## src/rtl/scc_pkg.sv

```systemverilog
// Shared constants and types for the switched-capacitor column clock generator.
// Assumes the divide ratio is even, so that phase two sits in the middle of the cycle.
package scc_pkg;
    localparam int REG_W      = 8;
    localparam int NUM_AUX    = 2;
    localparam int SRC_SEL_W  = 2;
    localparam int DIV_RATIO  = 4;
    localparam int PH1_SLOT   = 0;
    localparam int PH2_SLOT   = DIV_RATIO / 2;

    typedef enum logic [SRC_SEL_W-1:0] {
        SRC_SYS_A = 2'b00,
        SRC_SYS_B = 2'b01,
        SRC_AUX_0 = 2'b10,
        SRC_AUX_1 = 2'b11
    } src_sel_e;
endpackage

```

## src/rtl/scc_ctrl_regs.sv

```systemverilog
// Two write-only control registers: the per-column source selects, and the
// auxiliary picks with the hold-disable flag. Assumes the fields fit in REG_W bits.
module scc_ctrl_regs
    import scc_pkg::*;
#(
    parameter int NUM_COLS = 2,
    parameter int IDX_W    = 3
) (
    input  logic                                 clk,
    input  logic                                 rst_n,
    input  logic                                 wr_en,
    input  logic                                 wr_addr,
    input  logic [REG_W-1:0]                     wr_data,
    output logic [NUM_COLS*SRC_SEL_W-1:0]        col_sel,
    output logic [NUM_AUX-1:0][IDX_W-1:0]        aux_idx,
    output logic                                 hold_off
);
    localparam int SEL_BITS = NUM_COLS * SRC_SEL_W;
    localparam int AUX_BITS = NUM_AUX * IDX_W;

    logic [SEL_BITS-1:0] sel_q;
    logic [AUX_BITS-1:0] aux_q;
    logic                hold_q;
    logic                unused_wr;

    // Upper data bits that no field uses are ignored.
    assign unused_wr = ^wr_data;

    // Column-select register, written when the address is 0.
    always_ff @(posedge clk) begin
        if (!rst_n)
            sel_q <= '0;
        else if (wr_en && !wr_addr)
            sel_q <= wr_data[SEL_BITS-1:0];
    end

    // Auxiliary register, written when the address is 1. The hold flag sits just above the picks.
    always_ff @(posedge clk) begin
        if (!rst_n) begin
            aux_q  <= '0;
            hold_q <= 1'b0;
        end else if (wr_en && wr_addr) begin
            aux_q  <= wr_data[AUX_BITS-1:0];
            hold_q <= wr_data[AUX_BITS];
        end
    end

    // Split the register contents into their fields.
    always_comb begin
        col_sel  = sel_q;
        aux_idx  = aux_q;
        hold_off = hold_q;
    end
endmodule

```

## src/rtl/scc_aux_sel.sv

```systemverilog
// Chooses each auxiliary clock from the digital-block clock outputs.
// Purely combinational. Assumes NUM_DBLK is a power of two, so every pick is in range.
module scc_aux_sel
    import scc_pkg::*;
#(
    parameter int NUM_DBLK = 8,
    parameter int IDX_W    = 3
) (
    input  logic [NUM_DBLK-1:0]           dblk_clk,
    input  logic [NUM_AUX-1:0][IDX_W-1:0] aux_idx,
    output logic [NUM_AUX-1:0]            aux_clk
);
    for (genvar a = 0; a < NUM_AUX; a++) begin : g_aux
        // One multiplexer for each auxiliary clock.
        assign aux_clk[a] = dblk_clk[aux_idx[a]];
    end
endmodule

```

## src/rtl/scc_col_engine.sv

```systemverilog
// One column: selects its source, detects the source edges on clk, and divides by
// DIV_RATIO into non-overlapping phases. It also marks the late half of phase two and
// forms the bus-connect window. Assumes each source level is held for at least one clk cycle.
module scc_col_engine
    import scc_pkg::*;
(
    input  logic                 clk,
    input  logic                 rst_n,
    input  logic [3:0]           srcs,
    input  logic [SRC_SEL_W-1:0] sel,
    input  logic                 hold_off,
    input  logic                 amp_oe,
    input  logic                 phase_mode,
    output logic                 phi1,
    output logic                 phi2,
    output logic                 bus_conn
);
    localparam int CNT_W = $clog2(DIV_RATIO);
    localparam logic [CNT_W-1:0] CNT_LAST = CNT_W'(DIV_RATIO - 1);
    localparam logic [CNT_W-1:0] CNT_PH1  = CNT_W'(PH1_SLOT);
    localparam logic [CNT_W-1:0] CNT_PH2  = CNT_W'(PH2_SLOT);

    logic             src_now;
    logic             src_q;
    logic             rise;
    logic             fall;
    logic [CNT_W-1:0] cnt_q;
    logic [CNT_W-1:0] cnt_nxt;
    logic             phi1_q;
    logic             phi2_q;
    logic             late_q;

    // Source multiplexer, decoded by the select code.
    always_comb begin
        case (src_sel_e'(sel))
            SRC_SYS_A: src_now = srcs[0];
            SRC_SYS_B: src_now = srcs[1];
            SRC_AUX_0: src_now = srcs[2];
            default:   src_now = srcs[3];
        endcase
    end

    // Holds the level seen at the previous clk edge, for edge detection.
    always_ff @(posedge clk) begin
        if (!rst_n)
            src_q <= 1'b0;
        else
            src_q <= src_now;
    end

    assign rise    = src_now & ~src_q;
    assign fall    = ~src_now & src_q;
    assign cnt_nxt = (cnt_q == CNT_LAST) ? '0 : cnt_q + 1'b1;

    // Divider: advances on each source rise. The phases are decoded into registers.
    always_ff @(posedge clk) begin
        if (!rst_n) begin
            cnt_q  <= CNT_LAST;
            phi1_q <= 1'b0;
            phi2_q <= 1'b0;
        end else if (rise) begin
            cnt_q  <= cnt_nxt;
            phi1_q <= (cnt_nxt == CNT_PH1);
            phi2_q <= (cnt_nxt == CNT_PH2);
        end
    end

    // Late-half marker: set by a source fall during phase two, cleared by the next rise.
    always_ff @(posedge clk) begin
        if (!rst_n)
            late_q <= 1'b0;
        else if (rise)
            late_q <= 1'b0;
        else if (fall && phi2_q)
            late_q <= 1'b1;
    end

    // Connect window. Phase mode takes precedence over hold-disable, which takes precedence over sample-and-hold.
    always_comb begin
        if (!amp_oe)
            bus_conn = 1'b0;
        else if (phase_mode)
            bus_conn = phi1_q | phi2_q;
        else if (hold_off)
            bus_conn = phi2_q;
        else
            bus_conn = phi2_q & late_q;
    end

    assign phi1 = phi1_q;
    assign phi2 = phi2_q;
endmodule

```

## src/rtl/sc_colclk_gen.sv

```systemverilog
// Top level: the control registers, the auxiliary clock picks, and one column engine per column.
// Assumes NUM_COLS*2 and NUM_AUX*IDX_W+1 each fit in the 8-bit write data.
module sc_colclk_gen
    import scc_pkg::*;
#(
    parameter int NUM_COLS = 2,
    parameter int NUM_DBLK = 8
) (
    input  logic                clk,
    input  logic                rst_n,
    input  logic                wr_en,
    input  logic                wr_addr,
    input  logic [REG_W-1:0]    wr_data,
    input  logic                sysclk_a,
    input  logic                sysclk_b,
    input  logic [NUM_DBLK-1:0] dblk_clk,
    input  logic [NUM_COLS-1:0] amp_oe,
    input  logic [NUM_COLS-1:0] phase_mode,
    output logic [NUM_COLS-1:0] phi1,
    output logic [NUM_COLS-1:0] phi2,
    output logic [NUM_COLS-1:0] bus_conn
);
    localparam int IDX_W = $clog2(NUM_DBLK);

    logic [NUM_COLS*SRC_SEL_W-1:0] col_sel;
    logic [NUM_AUX-1:0][IDX_W-1:0] aux_idx;
    logic                          hold_off;
    logic [NUM_AUX-1:0]            aux_clk;
    logic [3:0]                    srcs;

    scc_ctrl_regs #(
        .NUM_COLS (NUM_COLS),
        .IDX_W    (IDX_W)
    ) u_regs (
        .clk      (clk),
        .rst_n    (rst_n),
        .wr_en    (wr_en),
        .wr_addr  (wr_addr),
        .wr_data  (wr_data),
        .col_sel  (col_sel),
        .aux_idx  (aux_idx),
        .hold_off (hold_off)
    );

    scc_aux_sel #(
        .NUM_DBLK (NUM_DBLK),
        .IDX_W    (IDX_W)
    ) u_aux (
        .dblk_clk (dblk_clk),
        .aux_idx  (aux_idx),
        .aux_clk  (aux_clk)
    );

    // The four candidate sources, in select-code order.
    assign srcs = {aux_clk[1], aux_clk[0], sysclk_b, sysclk_a};

    for (genvar c = 0; c < NUM_COLS; c++) begin : g_col
        scc_col_engine u_col (
            .clk        (clk),
            .rst_n      (rst_n),
            .srcs       (srcs),
            .sel        (col_sel[c*SRC_SEL_W +: SRC_SEL_W]),
            .hold_off   (hold_off),
            .amp_oe     (amp_oe[c]),
            .phase_mode (phase_mode[c]),
            .phi1       (phi1[c]),
            .phi2       (phi2[c]),
            .bus_conn   (bus_conn[c])
        );
    end
endmodule

```

## config.mk

```make
export PLATFORM = sky130hd
export DESIGN_NAME = sc_colclk_gen
export DESIGN_NICKNAME = d
export VERILOG_FILES = /design/src/rtl/scc_pkg.sv /design/src/rtl/scc_ctrl_regs.sv /design/src/rtl/scc_aux_sel.sv /design/src/rtl/scc_col_engine.sv /design/src/rtl/sc_colclk_gen.sv
export SDC_FILE = /design/constraint.sdc
export NUM_CORES = 1
export LEC_CHECK = 0
export ABC_AREA = 1
export BUFFER_PORTS_ARGS = -buffer_cell sky130_fd_sc_hd__buf_2
export CORE_MARGIN = 4
export CORE_UTILIZATION = 56
export DETAILED_ROUTE_END_ITERATION = 10
export PLACE_DENSITY = 0.83
export SYNTH_ARGS = -nofsm -noshare
export SYNTH_HDL_FRONTEND = slang
export SYNTH_SLANG_ARGS = --single-unit
```

## constraint.sdc

```tcl
create_clock -name clk -period 3.57 [get_ports clk]
set_input_delay 0.5355 -clock clk [delete_from_list [all_inputs] [get_ports clk]]
set_output_delay 0.5355 -clock clk [all_outputs]
set_load 0.005 [all_outputs]
```

# Word level (Yosys, flattened, before mapping)
# Index checks and enable logic that the tools add are counted.
[word_totals]
input_bits = 26
ff_bits = 23
[classes]
eq_ne = 8
reduce_logical = 11
n_addsub = 2
order_cmp = 2
mux = 14
bitwise = 13
[ops]
columns = ["operator", "count"]
rows = [
  ["$eq 2x2->1 const B", 6],
  ["$logic_not 2->1", 4],
  ["$lt 3x4->1 const B", 2],
  ["$mux 1", 8],
  ["$and 1x1->1", 6],
  ["$bmux 1 s3", 2],
  ["$pmux 1 s3", 2],
  ["$not 1->1", 5],
  ["$add 2x1->2 const B", 2],
  ["$eq 2x1->1 const B", 2],
  ["$logic_and 1x1->1", 4],
  ["$mux 2", 2],
  ["$reduce_or 2->1", 2],
  ["$or 1x1->1", 2],
  ["$logic_not 1->1", 1],
]

# Depth between registers and ports, before layout
# Gate-level depths: netlist of the first run.
[depth]
word_depth = 6
ltp_mapped = 11
ltp_nobuf = 11

# By module
# From an unflattened synthesis of the first run, not the netlist that was laid out.
[hier_totals]
hier_cells = 213
hier_area_um2 = 1402.6
[by_module_without_submodules]
columns = ["mod", "instances", "seq_area_each_um2", "area_each_um2", "cells_per_inst"]
rows = [
  ["scc_col_engine", 2, 120.1, 387.9, 53],
  ["scc_ctrl_regs", 1, 220.2, 436.7, 59],
  ["scc_aux_sel", 1, 0.0, 190.2, 48],
]

# Worst setup path before layout of the first run
# No wires, ideal clock.
[synth_path]
path_type = "input-to-output"
startpoint = "input phase_mode[0]"
endpoint = "output bus_conn[0]"
required_time_ps = 3034
arrival_time_ps = 891
stages = 3
path_slack_ps = 2143
cell_sequence = "o31ai_1 > nor2_1 > buf_4"
[synth_via]
elab_chain_len = 2
[synth_lines]
columns = ["item", "line_no", "text"]
rows = [
  ["from (decl)", "sc_colclk_gen.sv:18", "input logic [NUM_COLS-1:0] phase_mode,"],
  ["$mux 1", "scc_col_engine.sv:82", "else if (phase_mode)"],
  ["$mux 1", "scc_col_engine.sv:80", "if (!amp_oe)"],
  ["to (decl)", "sc_colclk_gen.sv:21", "output logic [NUM_COLS-1:0] bus_conn"],
]
# Every way passes these cells.

# Worst setup path in the final report of the first run
[layout_path]
startpoint = "register u_regs.hold_q, in the netlist u_regs.hold_off"
endpoint = "output bus_conn[0]"
[layout_via]
elab_chain_len = 3
[layout_lines]
columns = ["item", "line_no", "text"]
rows = [
  ["from (decl)", "scc_ctrl_regs.sv:23", "logic hold_q;"],
  ["from (signal assigned)", "scc_ctrl_regs.sv:44", "hold_q <= wr_data[AUX_BITS];"],
  ["$mux 1", "scc_col_engine.sv:84", "else if (hold_off)"],
  ["$mux 1", "scc_col_engine.sv:82", ""],
  ["$mux 1", "scc_col_engine.sv:80", ""],
]
# Every way passes these cells.

==> reports/results.tsv, run 1 <==
metric	value	unit
r2r_slack	2.17	ns
setup_viol	0	
pre_cts_slack	1.957	ns
worstHoldStart	wr_data[6]	
drc	0	
cts_tree	done	
fin_nets	248	
multiInputGateArea	653.1	um^2
netlist_instances	190	
drt_iter0_drc	27	
grt_overflow	0	
final_max_slew_viol_count	0	
cts_buffers	3	
worstPathArrival	1.10	ns
vias_per_cell	5.053	
grt_pass1_vias	1123	
clock_latency	0.31	ns
first_pass_iters	4	
initial_utilization	58.48	%
synth-compound-area-share	14.12	%
final_util	65.38	%
layout-drive-gt1-share	20.93	%
period_share	45.79	%
tns	0	ns
reg2reg_from	u_regs.aux_idx[3]	
post-dp-hpwl	2.089	mm
start_kind	flip-flop	
antenna_cells	0	
grt_max_degree	24	
ios	32	
p_leak	0.7376	nW
wl	2.594	mm
die_area	3143	um^2
ctsHtreeMaxLevel	1	
crit_fanout	3	
grt_antenna_before_repair	0	
netlist_area	1294	um^2
hold_path.class	in2reg	
required	3.03	ns
max_slew_margin	75.15	%
rsz0062_at_grt	false	
synthXorXnorAreaFrac	0	%
antenna_left	0	
grt_util_all_layers	18.05	%
vias	1228	
synthAdderAreaFrac	5.803	%
fin_worst_skew	0.003499	ns
ys_ff_latch	23	
fp-row-count	17	
place_area	1419	um^2
tightestPinTransition	0.3719	ns
muxShareOfSynthArea	0	%
clk_pin_slew	0.13	ns
ir_drop	310.3	uV
yosysUniqueCellTypes	17	
cts_setup_buffers	0	
clock_sinks	23	
ys_warn_count	0	
regArea	460.4	um^2
gp_congestion	0.8155	
syn_nets	222	
worstSetupPathType	reg2out	
whs_path_depth	3	
rr_endpoint	g_col[0].u_col.cnt_q[1]	
outcome	complete, no violations	
ctsRootBufferMaster	clkbuf_4	
core	2212	um^2
p_per_area	386.6	nW/um^2
hold_viol_final	0	
reg2reg_depth	11	
cap_violations	0	
yosysSeqAreaShare	35.59	%
final_cell_area	1446	um^2
die_x	56.07	um
wire_per_inst	10.67	um
post-route-min-period	1.635	ns
grt_pass1_wl	4.650	mm
end_kind	primary output	
hold_end	u_regs.hold_off	
max_freq	611.7	MHz
setup_slack	1.935	ns
area_delta_synth_final	11.80	%
synth_top_family_by_area	simple AND/OR/NAND/NOR gates	
cts_resized	0	
io_buffers	30	
postCtsHoldBufs	0	
yosys.area_share.simple	30.56	%
cts_buffer_depth	2	
die_y	56.07	um
syn_area_per_cell	6.809	um^2
n_fill_cell	211	
cells by family (layout without fill, tap and decap cells):
family          count (synthesis)  in the layout
compound gates                 34             34
buf+inv                        41             66
simple gates                   86             86
flops                          23             23
fa+ha+maj                       6              6
sequential cells by signal, indices dropped and copies added (netlist names):
signal,flops
u_regs.aux_idx,6
g_col.u_col.cnt_q,4
u_regs.col_sel,4
g_col.u_col.late_q,2
g_col.u_col.phi1,2
g_col.u_col.phi2,2
g_col.u_col.src_q,2
u_regs.hold_off,1
how the worst max path moves through the flow:
stage / from / to / slack (ns)
finish: u_regs.hold_off / bus_conn[0] / 1.94
global route: u_regs.hold_off / bus_conn[0] / 1.84
CTS: u_regs.hold_off / bus_conn[0] / 1.92
detailed placement: dblk_clk[3] / g_col[0].u_col.phi2 / 1.96
global placement: dblk_clk[3] / g_col[0].u_col.phi2 / 2.02
floorplan: phase_mode[0] / bus_conn[0] / 2.14
power by group:
group / internal [mW] / total [mW] / switching [mW]
Clock: 0.0418 / 0.120 / 0.0778
Sequential: 0.281 / 0.303 / 0.0217
Combinational: 0.0588 / 0.137 / 0.0777
metal layers:
layer	global-route usage (%)	part of all wire (%)	wire length (um)	vias up
li1	-	-	-	652
met3	2.784	5.8	150	6
met1	23.02	46	1186	535
met2	29.22	46	1193	35
met5	0	0	0	-
met4	9.153	2.4	63	0
area by class of cell:
| type | instances | area share (%) |
|---|---|---|
| sequential | 23 | 31.83 |
| multi-input combinational | 126 | 45.16 |
| clock buffer | 3 | 1.557 |
| inverter | 32 | 8.304 |
| tap | 28 | 2.422 |
| timing repair buffer | 30 | 10.38 |
| clock inverter | 1 | 0.3460 |
cell usage in the layout, fill, tap and decap left out:
cell type	count
a21boi_0	2
a21oi_1	17
buf_2	30
clkbuf_4	3
clkinv_2	1
dfxtp_1	23
ha_1	6
inv_1	30
inv_2	2
nand2_1	36
nand2_2	7
nand3_1	20
nand3_2	2
nand3b_1	4
nand4_1	1
nor2_1	16
o21ai_0	12
o31ai_1	3
critical path, cell delays in order (launching register included):
cell and delay, ns:
dfxtp_1 0.36, o31ai_1 0.25, nor2_1 0.06, buf_2 0.12
metrics by stage:
stage / cells / total power [mW] / hold slack (ns)
detailed placement: 239 / 0.4461 / 0.4656
CTS: 243 / 0.5668 / 0.4611
finish: 243 / 0.5592 / 0.4755
global route: 243 / 0.6067 / 0.4672
floorplan: 190 / 0.4132 / 0.4446
global placement: 239 / 0.4376 / 0.4604
cell usage after synthesis (all sizes together):
cell type,instances,area share [%]
a21boi,2,1.2
a21oi,17,6.6
buf,7,4.1
clkbuf,2,0.58
dfxtp,23,36
ha,6,5.8
inv,32,9.3
nand2,43,14
nand3,22,9.3
nand3b,4,2.3
nand4,1,0.48
nor2,16,4.6
o21ai,12,4.6
o31ai,3,1.7
Power figures use the tool's default switching activity.
==> run 2, diff against run 1 <==
--- a/config.mk
+++ b/config.mk
@@ -8,9 +8,9 @@
 export ABC_AREA = 1
 export BUFFER_PORTS_ARGS = -buffer_cell sky130_fd_sc_hd__buf_2
 export CORE_MARGIN = 4
-export CORE_UTILIZATION = 56
+export CORE_UTILIZATION = 52
 export DETAILED_ROUTE_END_ITERATION = 10
-export PLACE_DENSITY = 0.83
+export PLACE_DENSITY = 0.78
 export SYNTH_ARGS = -nofsm -noshare
 export SYNTH_HDL_FRONTEND = slang
 export SYNTH_SLANG_ARGS = --single-unit
==> constraint.sdc (replaced) <==
create_clock -name clk -period 1.55 [get_ports clk]
set_input_delay 0.2325 -clock clk [delete_from_list [all_inputs] [get_ports clk]]
set_output_delay 0.2325 -clock clk [all_outputs]
set_load 0.005 [all_outputs]
==> run 2 against run 1 <==
  * Combinational power up 130%
  * Total power up 130%
  * Worst setup slack worse by 1.7 ns
  * Global-route usage down 1.5 points
  * Critical path type unchanged
  * Largest cell class unchanged
==> reports/results.tsv, run 2 (synthesized netlist as in run 1, its figures left out) <==
metric	value	unit
grt_pass1_wl	4.533	mm
cts_buffer_depth	2	
start_kind	flip-flop	
layout-drive-gt1-share	21.86	%
crit_fanout	3	
largest_reg_flops	6	
layout_commonest_cell	nand2_1	
clock_latency	0.31	ns
ir_drop	856.9	uV
hold_path.class	in2reg	
reg2reg_from	u_regs.aux_idx[0]	
cts_setup_buffers	0	
clkPwrFrac	21.1	%
worstPathArrival	1.11	ns
pwr-share-comb	24.6	%
grt_max_degree	24	
tns	0	ns
clock_sinks	23	
p_per_area	889.5	nW/um^2
max_stage_delay	0.37	ns
worstSetupPathType	reg2out	
cts_buffers	3	
pre_cts_slack	0.1625	ns
final_cell_area	1449	um^2
grt_pass1_vias	1188	
initial_utilization	56.32	%
crit_family	flip-flops	
finalPower	1.289	mW
end_kind	primary output	
n_fill_cell	238	
core	2297	um^2
max_freq	743.3	MHz
area_delta_synth_final	11.99	%
grt_antenna_before_repair	0	
die_x	57.88	um
p_leak	0.7383	nW
io_buffers	30	
rsz0062_at_grt	false	
antenna_left	0	
drt_iter0_drc	35	
outcome	complete, no violations	
fp-row-count	17	
max_slew_margin	75.48	%
r2r_slack	0.21	ns
grt_util_all_layers	16.51	%
worstHoldStart	wr_data[6]	
whs_path_depth	3	
grt_overflow	0	
final_cell_mix	nand2_1 (36), inv_1 (30), buf_2 (30)	
ctsHtreeMaxLevel	1	
cp.depth	3	
final_max_slew_viol_count	0	
antenna_cells	0	
crit_start	u_regs.hold_off	
first_pass_iters	4	
place_area	1419	um^2
die_area	3350	um^2
cp_slowest_cell	dfxtp_1	
path_cells	o31ai_1 -> nor2_1 -> buf_2	
clk_pin_slew	0.13	ns
cp.buffers_inverters	1	
post-dp-hpwl	2.077	mm
fin_nets	248	
power_switching_share	31.61	%
p_seq_share	54.3	%
die_y	57.88	um
rr_endpoint	g_col[1].u_col.cnt_q[0]	
p_int	0.8814	mW
ios	32	
vias	1221	
cts_tree	done	
fin_worst_skew	0.006574	ns
wire_per_inst	10.90	um
setup_viol	0	
hold_viol_final	0	
period_share	86.80	%
post-route-min-period	1.345	ns
required	1.32	ns
ctsRootBufferMaster	clkbuf_4	
drc	0	
crit_end	bus_conn[0]	
cap_violations	0	
gp_congestion	0.8548	
setup_slack	0.2046	ns
wl	2.648	mm
vias_per_cell	5.025	
tightestPinTransition	0.3669	ns
reg2reg_depth	11	
switching_power	0.4073	mW
## run 2: area by class of cell
class	instances	area [um^2]	area share (%)
inverter	32	120.1	8.290
clock buffer	3	22.52	1.554
multi-input combinational	126	653.1	45.08
timing repair buffer	30	150.1	10.36
clock inverter	1	5.005	0.3454
sequential	23	462.9	31.95
tap	28	35.03	2.418
## run 2: what timing repair did
action | in CTS | in global routing
endpoints found under the hold margin | 0 | 0
setup endpoints to repair | 0 | 3
hold buffers | 0 | 0
resized for setup | 0 | 2
## run 2: worst min path at each step
stage	endpoint	slack [ns]
CTS	u_regs.hold_off	0.16
global placement	u_regs.aux_idx[2]	0.46
floorplan	u_regs.col_sel[3]	0.37
global route	u_regs.col_sel[3]	0.17
finish	u_regs.hold_off	0.17
detailed placement	u_regs.aux_idx[2]	0.46
## run 2: power by group through the flow
stage / sequential (mW) / clock, mW / combinational, mW
finish: 0.700 / 0.272 / 0.317
CTS: 0.698 / 0.282 / 0.321
global placement: 0.708 / 0 / 0.305
global route: 0.708 / 0.314 / 0.368
floorplan: 0.701 / 0 / 0.251
detailed placement: 0.712 / 0 / 0.319
## run 2: worst register-to-register path: cells and delay by family, from the launching register on
family	cells	cell delay [ns]
buffers and inverters	1	0.07
flip-flops	1	0.39
AND/OR/NAND/NOR	10	0.78
## run 2: stage by stage
step	hold WS (ns)	instances	utilization [%]
2_1_floorplan	0.3674	190	-
3_3_place_gp	0.4582	239	61.76
3_5_place_dp	0.4642	239	61.76
4_1_cts	0.1579	243	62.96
5_1_grt	0.1740	243	63.07
6_report	0.1660	243	63.07
## run 2: per-layer routing
layer,share of wire (%),up-vias,track usage [%]
met3,6.1,2,3.118
li1,-,649,-
met4,0.64,0,4.967
met2,47,27,30.32
met1,46,543,19.19
met5,0,-,0
